[config.mk]
export PLATFORM = sky130hd
export DESIGN_NAME = txn_id_filter
export DESIGN_NICKNAME = d
export VERILOG_FILES = /design/src/rtl/txn_id_filter.sv
export SDC_FILE = /design/constraint.sdc
export NUM_CORES = 1
export LEC_CHECK = 0
export ABC_AREA = 1
export BUFFER_PORTS_ARGS = -buffer_cell sky130_fd_sc_hd__buf_2
export CORE_ASPECT_RATIO = 2
export CORE_MARGIN = 1.5
export CORE_UTILIZATION = 60
export CTS_CLUSTER_DIAMETER = 30
export DETAILED_ROUTE_END_ITERATION = 10
export GPL_TIMING_DRIVEN = 1
export PLACE_DENSITY = 0.85
export SKIP_CTS_REPAIR_TIMING = 1
export SLEW_MARGIN = 15
export SYNTH_ARGS = -nofsm -noshare
export SYNTH_HDL_FRONTEND = slang
export SYNTH_SLANG_ARGS = --single-unit
[constraint.sdc]
create_clock -name clk -period 10 [get_ports clk]
set_input_delay 0.5 -clock clk [delete_from_list [all_inputs] [get_ports clk]]
set_output_delay 0.5 -clock clk [all_outputs]
set_load 0.005 [all_outputs]
[src/rtl/txn_id_filter.sv]
module txn_id_filter #(
  parameter int ID_W    = 16,
  parameter int LEN_W   = 8,
  parameter int SIZE_W  = 3,
  parameter int NUM_CTR = 4,
  parameter int ACC_W   = 32,
  parameter logic [7:0] RD_CODE = 8'h41,
  parameter logic [7:0] WR_CODE = 8'h42
) (
  input  logic                     clk,
  input  logic                     rst_n,
  input  logic [31:0]              filt_cfg,
  input  logic                     enh_en,
  input  logic [8*NUM_CTR-1:0]     ctr_evt,
  input  logic [NUM_CTR-1:0]       ctr_clr,
  input  logic                     ar_valid,
  input  logic                     ar_ready,
  input  logic [ID_W-1:0]          ar_id,
  input  logic [LEN_W-1:0]         ar_len,
  input  logic [SIZE_W-1:0]        ar_size,
  input  logic                     aw_valid,
  input  logic                     aw_ready,
  input  logic [ID_W-1:0]          aw_id,
  input  logic [LEN_W-1:0]         aw_len,
  input  logic [SIZE_W-1:0]        aw_size,
  output logic                     rd_hit,
  output logic                     wr_hit,
  output logic [ACC_W*NUM_CTR-1:0] byte_win
);
  localparam int BYTES_W = LEN_W + 1 + (2**SIZE_W) - 1;
  localparam int SUM_W   = ((ACC_W > BYTES_W) ? ACC_W : BYTES_W) + 1;
  localparam logic [SUM_W-1:0] SAT = SUM_W'({ACC_W{1'b1}});

  function automatic logic [BYTES_W-1:0] burst_bytes(input logic [LEN_W-1:0] l,
                                                     input logic [SIZE_W-1:0] s);
    logic [BYTES_W-1:0] b;
    b = BYTES_W'(l) + BYTES_W'(1);
    return b << s;
  endfunction

  logic [ID_W-1:0] f_id, f_ign;
  logic ar_fire, aw_fire;
  logic [BYTES_W-1:0] ar_bytes, aw_bytes;
  logic [ACC_W-1:0] acc_q [NUM_CTR];

  assign f_id     = filt_cfg[ID_W-1:0];
  assign f_ign    = filt_cfg[16 +: ID_W];
  assign ar_fire  = ar_valid && ar_ready && (((ar_id ^ f_id) & ~f_ign) == '0);
  assign aw_fire  = aw_valid && aw_ready && (((aw_id ^ f_id) & ~f_ign) == '0);
  assign ar_bytes = burst_bytes(ar_len, ar_size);
  assign aw_bytes = burst_bytes(aw_len, aw_size);

  always_ff @(posedge clk) begin
    if (!rst_n) begin
      rd_hit <= 1'b0;
      wr_hit <= 1'b0;
    end else begin
      rd_hit <= ar_fire;
      wr_hit <= aw_fire;
    end
  end


  rd_pulse_chk: assert property (@(posedge clk) disable iff (!rst_n)
    rd_hit |-> $past(ar_valid && ar_ready));

  wr_pulse_chk: assert property (@(posedge clk) disable iff (!rst_n)
    wr_hit |-> $past(aw_valid && aw_ready));

  for (genvar n = 0; n < NUM_CTR; n++) begin : g_slot
    logic [7:0]         evt;
    logic [BYTES_W-1:0] add_val;
    logic [SUM_W-1:0]   sum;

    assign evt     = ctr_evt[8*n +: 8];
    assign add_val = (evt == RD_CODE && ar_fire) ? ar_bytes :
                     (evt == WR_CODE && aw_fire) ? aw_bytes : '0;
    assign sum     = SUM_W'(acc_q[n]) + SUM_W'(add_val);

    always_ff @(posedge clk) begin
      if (!rst_n)
        acc_q[n] <= '0;
      else if (ctr_clr[n])
        acc_q[n] <= '0;
      else if (enh_en && add_val != '0)
        acc_q[n] <= (sum > SAT) ? {ACC_W{1'b1}} : sum[ACC_W-1:0];
    end

    assign byte_win[n*ACC_W +: ACC_W] = enh_en ? acc_q[n] : '0;


    clr_zero_chk: assert property (@(posedge clk) disable iff (!rst_n)
      ctr_clr[n] |=> acc_q[n] == '0);

    no_wrap_chk: assert property (@(posedge clk) disable iff (!rst_n)
      !ctr_clr[n] |=> acc_q[n] >= $past(acc_q[n]));

    basic_hold_chk: assert property (@(posedge clk) disable iff (!rst_n)
      (!enh_en && !ctr_clr[n]) |=> $stable(acc_q[n]));

    code_gate_chk: assert property (@(posedge clk) disable iff (!rst_n)
      (evt != RD_CODE && evt != WR_CODE && !ctr_clr[n]) |=> $stable(acc_q[n]));
  end
endmodule

==> results of run 1 <==
cells by family after synthesis:
family | synth area share (%)
AO/OA/AOI/OAI | 7.22
XOR/XNOR | 5.86
adder cells (fa/ha/maj) | 6.38
buffers and inverters | 11.3
flip-flops | 27.4
multiplexers | 0.0705
AND/OR/NAND/NOR | 41.8
cell usage after synthesis, drive strengths merged (3+ instances only):
library cell and instances:
fa 4, or2 7, xnor2 21, inv 327, o21a 9, nor3b 5
xor2 74, ha 66, edfxtp 128, clkinv 3, buf 36, a31oi 6
nand3 181, nor3 50, o21ai 45, nand3b 5, a21o 9, o22ai 4
nor4 7, nor2 400, a21boi 6, nand2 647, clkbuf 18, nand4 22
a21oi 92, o211ai 3
routing by layer:
metal	share of wire [%]	track usage (%)	vias to the layer above
met5	0	0	-
met4	6.6	24.3	0
met3	5.5	5.59	191
met2	56	71.0	671
met1	32	32.3	6941
li1	-	-	7386
power breakdown:
part	internal [uW]	switching, uW
Combinational	83.4	159
Sequential	619	27.0
Clock	399	284
Total	1100	471
registers in the layout, indices dropped and copies added (netlist names):
signal	cells
acc_q	128
wr_hit	1
rd_hit	1
final timing paths:
kind         cells past startpoint           end  slack [ns]
max                             22  acc_q[2][26]        5.08
min                              3        rd_hit        0.50
max reg2reg                     13  acc_q[2][26]        6.64
min reg2reg                      2  acc_q[2][30]        0.72
cell type report:
type | count | area (um2)
Clock inverter | 15 | 195
Fill cell | 2034 | 7090
Tap cell | 283 | 354
Inverter | 330 | 1240
Multi-Input combinational cell | 1671 | 8700
Clock buffer | 17 | 425
Antenna cell | 1 | 2.50
Sequential cell | 130 | 3880
Timing Repair Buffer | 264 | 1340
stage by stage:
stage | power, uW | instance area [um2]
2_1_floorplan | 790 | 14200
3_3_place_gp | 891 | 15500
3_5_place_dp | 896 | 15500
4_1_cts | 1560 | 16100
5_1_grt | 1610 | 16100
6_report | 1570 | 16100
critical path, delay by kind of cell:
family / cells / cell delay [ns]
AND/OR/NAND/NOR: 11 / 2.82
AO/OA/AOI/OAI: 7 / 1.17
buffers and inverters: 3 / 0.47
adder cells (fa/ha/maj): 1 / 0.25
==> metrics.yaml, run 1 <==
grt_start_max_net_pins: 70
drc: 0
clock_path_buffers: 2
cp-start-kind: "input port"
synth_area_leader_cell: "edfxtp_1"
syn_area_um2: 14200
ys_ff_latch: 130
grtUsageTotal_pct: 35.7
layout_setup_ws_ns: 5.08
rsz0062_at_grt: "no"
fin_crit_ns: 4.92
worst-setup-path-type: "in -> reg"
fin_skew_ns: 0.00887
placement.io_buffers: 258
critical_path_arrival_ns: 5.23
synth-main-ff-cell: "edfxtp_1"
yosys_warnings: 0
root_buffer: "clkbuf_16"
endpoint_kind: "register"
pin_count: 259
fin_crit_sh_pct: 49.2
netlist.area_leader.share_pct: 27.1
cpMostUsedCell: "nand2_1"
hold_path.class: "in -> reg"
synth_nets: 2384
powerDensity_nw_per_um2: 97.5
drtPass1Iterations: 7
routedWlPerCell_um: 16.5
cts.sink_count: 130
die_x_um: 112
timing.rr.start: "acc_q[2][2]"
rows: 79
leakagePower_uw: 0.00921
htree_levels: 4
synthCells: 2185
viasPerCell: 5.60
tightest_slew_ns: 1.03
tns_ns: 0
cp_slowest_cell: "nor2_2"
grt_pass1_vias: 14609
worstSkewPairLatency_ns: 0.47
drtIter0Drc: 1041
final_core_util_pct: 69.5
fin_nets: 2613
synth_edf_count: 128
hold_viol: 0
antenna_found_initial: 1
startpoint: "filt_cfg[14]"
wl_um: 44700
area_delta_synth_final_pct: 13.7
cp_cell_sequence: "buf_2 -> inv_1 -> nand2_1 -> nand3_1 -> nand2_1 -> nor2_1 -> nand3_2 -> nor2_1 -> nand2_1 -> o21ai_0 -> ha_1 -> a21oi_1 -> a21boi_1 -> o21ai_1 -> nand3_1 -> a21boi_1 -> nand2_1 -> nor2_2 -> inv_1 -> o21ai_0 -> a21oi_1 -> nor2_2"
final_common_cell: "nand2_1"
synth.area.top_cells: "edfxtp_1 (27%), nand2_1 (17%), inv_1 (8.6%)"
core_um2: 23200
worst_hold_slack_ns: 0.501
dp.cells: 2678
holdCritStartpoint: "rst_n"
fmax_mhz: 203
cp_max_fo: 25
slowest_delay_ns: 0.79
overflow: 0
slew_headroom_pct: 31.3
peakVddDrop_uv: 118
dp_hpwl_um: 35300
ys_async_sr_fraction_pct: 0
die_y_um: 221
drive_gt1_share_pct: 18.8
grt_first_pass_wirelength_um: 68700
numCtsBuffers: 17
path_clk_slew_ns: 0.07
ys_seq_area_share_pct: 27.4
stdcell_count: 2711
finalSetupViolations: 0
antenna_left: 0
cp.required_ns: 10.31
fp.dieArea_um2: 24600
finalWeightedCongestion: 0.971
drv_slew: 0
start_util_pct: 61.1
cts_tree: "built"
via_count: 15189
layout_common_cells: "nand2_1 (638), inv_1 (326), nor2_1 (284), buf_2 (257), nand3_1 (170)"
maxCapViolCount: 0
synth.avg_cell_area_um2: 6.50
outcome: "finished, final reports clean"
pre_cts_slack_ns: 4.67
yosysUniqueCellTypes: 49
Power figures use the tool's default switching activity.
==> run 2: changes to the inputs <==
ABC_AREA = 0   (was 1)
CORE_UTILIZATION = 57   (was 60)
PLACE_DENSITY = 0.83   (was 0.85)
clock period = 4.8 ns   (was 10 ns; I/O delays follow)
==> run 2 against run 1 <==
Core utilization up 2.2 points. Count of clock-buffer cells in the layout unchanged. Critical path depth down 1. Worst setup slack worse by 4.7 ns. Worst hold slack worse by 0.36 ns. Via count down 14%. Register-to-register slack worse by 5.1 ns.
==> metrics.yaml, run 2 <==
reg2regPathDepth: 11
grt_first_pass_wirelength_um: 66200
path_clk_slew_ns: 0.06
rows: 76
synth_top_family_by_area: "compound AO/OA/AOI/OAI gates"
netlist.area_leader.share_pct: 30.8
fin_crit_ns: 4.46
cts_tree: "built"
routedWlPerCell_um: 21.2
pre_cts_slack_ns: -0.141
placement.io_buffers: 258
ys_seq_area_share_pct: 31.2
synth_edf_count: 128
drv_slew: 0
finalSetupViolations: 0
drc: 0
fp.dieArea_um2: 22800
synthMuxAreaShare_pct: 1.87
timing.rr.start: "acc_q[1][0]"
maxCapViolCount: 0
drive_gt1_share_pct: 26.7
total_power_uw: 3330
synth_commonest_cells: "a21oi_1 (145), and2_1 (136), edfxtp_1 (128)"
via_count: 13019
grtUsageTotal_pct: 38.0
synth_most_common_cell: "a21oi_1"
core_um2: 21500
fin_crit_sh_pct: 92.8
synth_area_leader_cell: "edfxtp_1"
worst-setup-path-type: "in -> reg"
hold_path.class: "in -> reg"
fmax_mhz: 224
synthAdderAreaFrac_pct: 7.27
die_y_um: 212
fill_cells: 1647
antenna_left: 0
holdCritStartpoint: "rst_n"
die_x_um: 108
outcome: "finished, final reports clean"
cp-start-kind: "input port"
synthCells: 1444
ys_async_sr_fraction_pct: 0
syn_area_um2: 12500
powerDensity_nw_per_um2: 216
final_common_cell: "buf_2"
endpoint_kind: "register"
viasPerCell: 6.33
largest_register_ffs: 128
regToRegEndpoint: "acc_q[1][12]"
synth_nets: 1643
fin_nets: 1966
clock_path_buffers: 2
yosys_warnings: 0
hold_path_depth: 3
synth.avg_cell_area_um2: 8.63
start_util_pct: 58.0
fin_skew_ns: 0.00766
largestRegisters: "acc_q: 128 flops, rd_hit: 1 flops, wr_hit: 1 flops"
drtPass1Iterations: 6
tns_ns: 0
dp_hpwl_um: 32500
postPlaceCellArea_um2: 14700
top_register: "acc_q"
leakagePower_uw: 0.00667
ys_ff_latch: 130
antenna_found_initial: 5
worstHoldEndpoint: "wr_hit"
yosysUniqueCellTypes: 86
slew_headroom_pct: 31.1
drtIter0Drc: 973
critical_path_arrival_ns: 4.75
hold_viol: 0
worstSkewPairLatency_ns: 0.44
overflow: 0
synth.area.top_cells: "edfxtp_1 (31%), and2_1 (6.8%), ha_1 (6.6%)"
grt_start_max_net_pins: 135
synth_compound_area_share_pct: 23.7
grt_pass1_vias: 12758
layout_common_cells: "buf_2 (257), a21oi_1 (145), and2_1 (136), edfxtp_1 (128), buf_4 (126)"
cp.required_ns: 5.09
synth_simple_gate_area_share_pct: 22.8
htree_levels: 4
tightest_slew_ns: 1.03
numCtsBuffers: 17
synth-main-ff-cell: "edfxtp_1"
cp_max_fo: 5
pin_count: 259
layout_setup_ws_ns: 0.344
synth_xor_area_share_pct: 9.21
finalInstanceArea_um2: 15400
area_delta_synth_final_pct: 23.6
peakVddDrop_uv: 285
wl_um: 43500
finalWeightedCongestion: 1.01
cts.sink_count: 130
r2r_slack_ns: 1.59
root_buffer: "clkbuf_16"
run 2: cell types whose count changed after synthesis, moves of 56 or more:
cell	delta
and2_1	+136
inv_1	-287
a21oi_1	+56
xnor2_1	+69
nand2_1	-560
nor2_2	-114
o22ai_1	+73
nand3_1	-126
nor2_1	-183
run 2: cell type report:
cell class	count	area (um2)	share of cell area (%)
Antenna cell	4	10.0	0.0650
Clock buffer	17	425	2.76
Clock inverter	15	205	1.33
Inverter	41	154	1.00
Multi-Input combinational cell	1193	8130	52.8
Sequential cell	130	3880	25.2
Tap cell	273	342	2.22
Timing Repair Buffer	384	2250	14.6
run 2: worst max-delay path by stage:
stage / startpoint / end / slack, ns / cells past startpoint
finish: filt_cfg[15] / acc_q[2][31] / 0.34 / 21
detailed placement: filt_cfg[15] / acc_q[0][26] / -0.14 / 18
CTS: filt_cfg[15] / acc_q[0][26] / 0.29 / 18
global route: filt_cfg[15] / acc_q[1][31] / -0.01 / 20
global placement: filt_cfg[15] / acc_q[0][26] / -0.15 / 18
floorplan: filt_cfg[9] / acc_q[1][17] / 0.28 / 18
run 2: stage by stage:
| stage | util, % | instances | hold WS, ns |
|---|---|---|---|
| 2_1_floorplan | - | 1444 | 0.391 |
| 3_3_place_gp | 68.5 | 2021 | 0.587 |
| 3_5_place_dp | 68.5 | 2021 | 0.586 |
| 4_1_cts | 71.4 | 2053 | 0.115 |
| 5_1_grt | 71.6 | 2057 | 0.145 |
| 6_report | 71.6 | 2057 | 0.142 |
run 2: per-layer routing:
layer | vias to the layer above | global-route usage, % | wire length, um
met3 | 220 | 9.84 | 3450
met5 | - | 0 | 13
li1 | 6047 | - | -
met1 | 6060 | 36.6 | 13900
met2 | 690 | 66.4 | 22100
met4 | 2 | 31.9 | 4050
run 2: logic make-up (layout without fill, tap and decap cells):
family | Yosys count | in the layout
XOR/XNOR | 131 | 131
buffers and inverters | 121 | 457
AO/OA/AOI/OAI | 450 | 450
flip-flops | 130 | 130
AND/OR/NAND/NOR | 522 | 522
multiplexers | 20 | 20
other | 0 | 4
adder cells (fa/ha/maj) | 70 | 70
run 2: report_power, final:
part / total (uW) / switching [uW] / leakage, uW / internal, uW
combinational: 557 / 323 / 0.00493 / 233
sequential: 1340 / 51.1 / 0.00144 / 1290
clock: 1430 / 553 / 0.000301 / 875
run 2: critical path, stage by stage:
cell	delay (ns)
buf_2	0.12
xnor2_1	0.21
buf_4	0.18
o22ai_1	0.09
nor4_2	0.30
o2111ai_2	0.24
or4b_1	0.62
o22ai_1	0.22
buf_4	0.20
ha_1	0.20
fa_1	0.22
a211oi_1	0.08
o21bai_1	0.19
o2111ai_1	0.20
a21oi_1	0.24
o21ai_1	0.14
or4_1	0.59
buf_4	0.19
nand2_1	0.06
mux2i_1	0.08
nor2_1	0.13
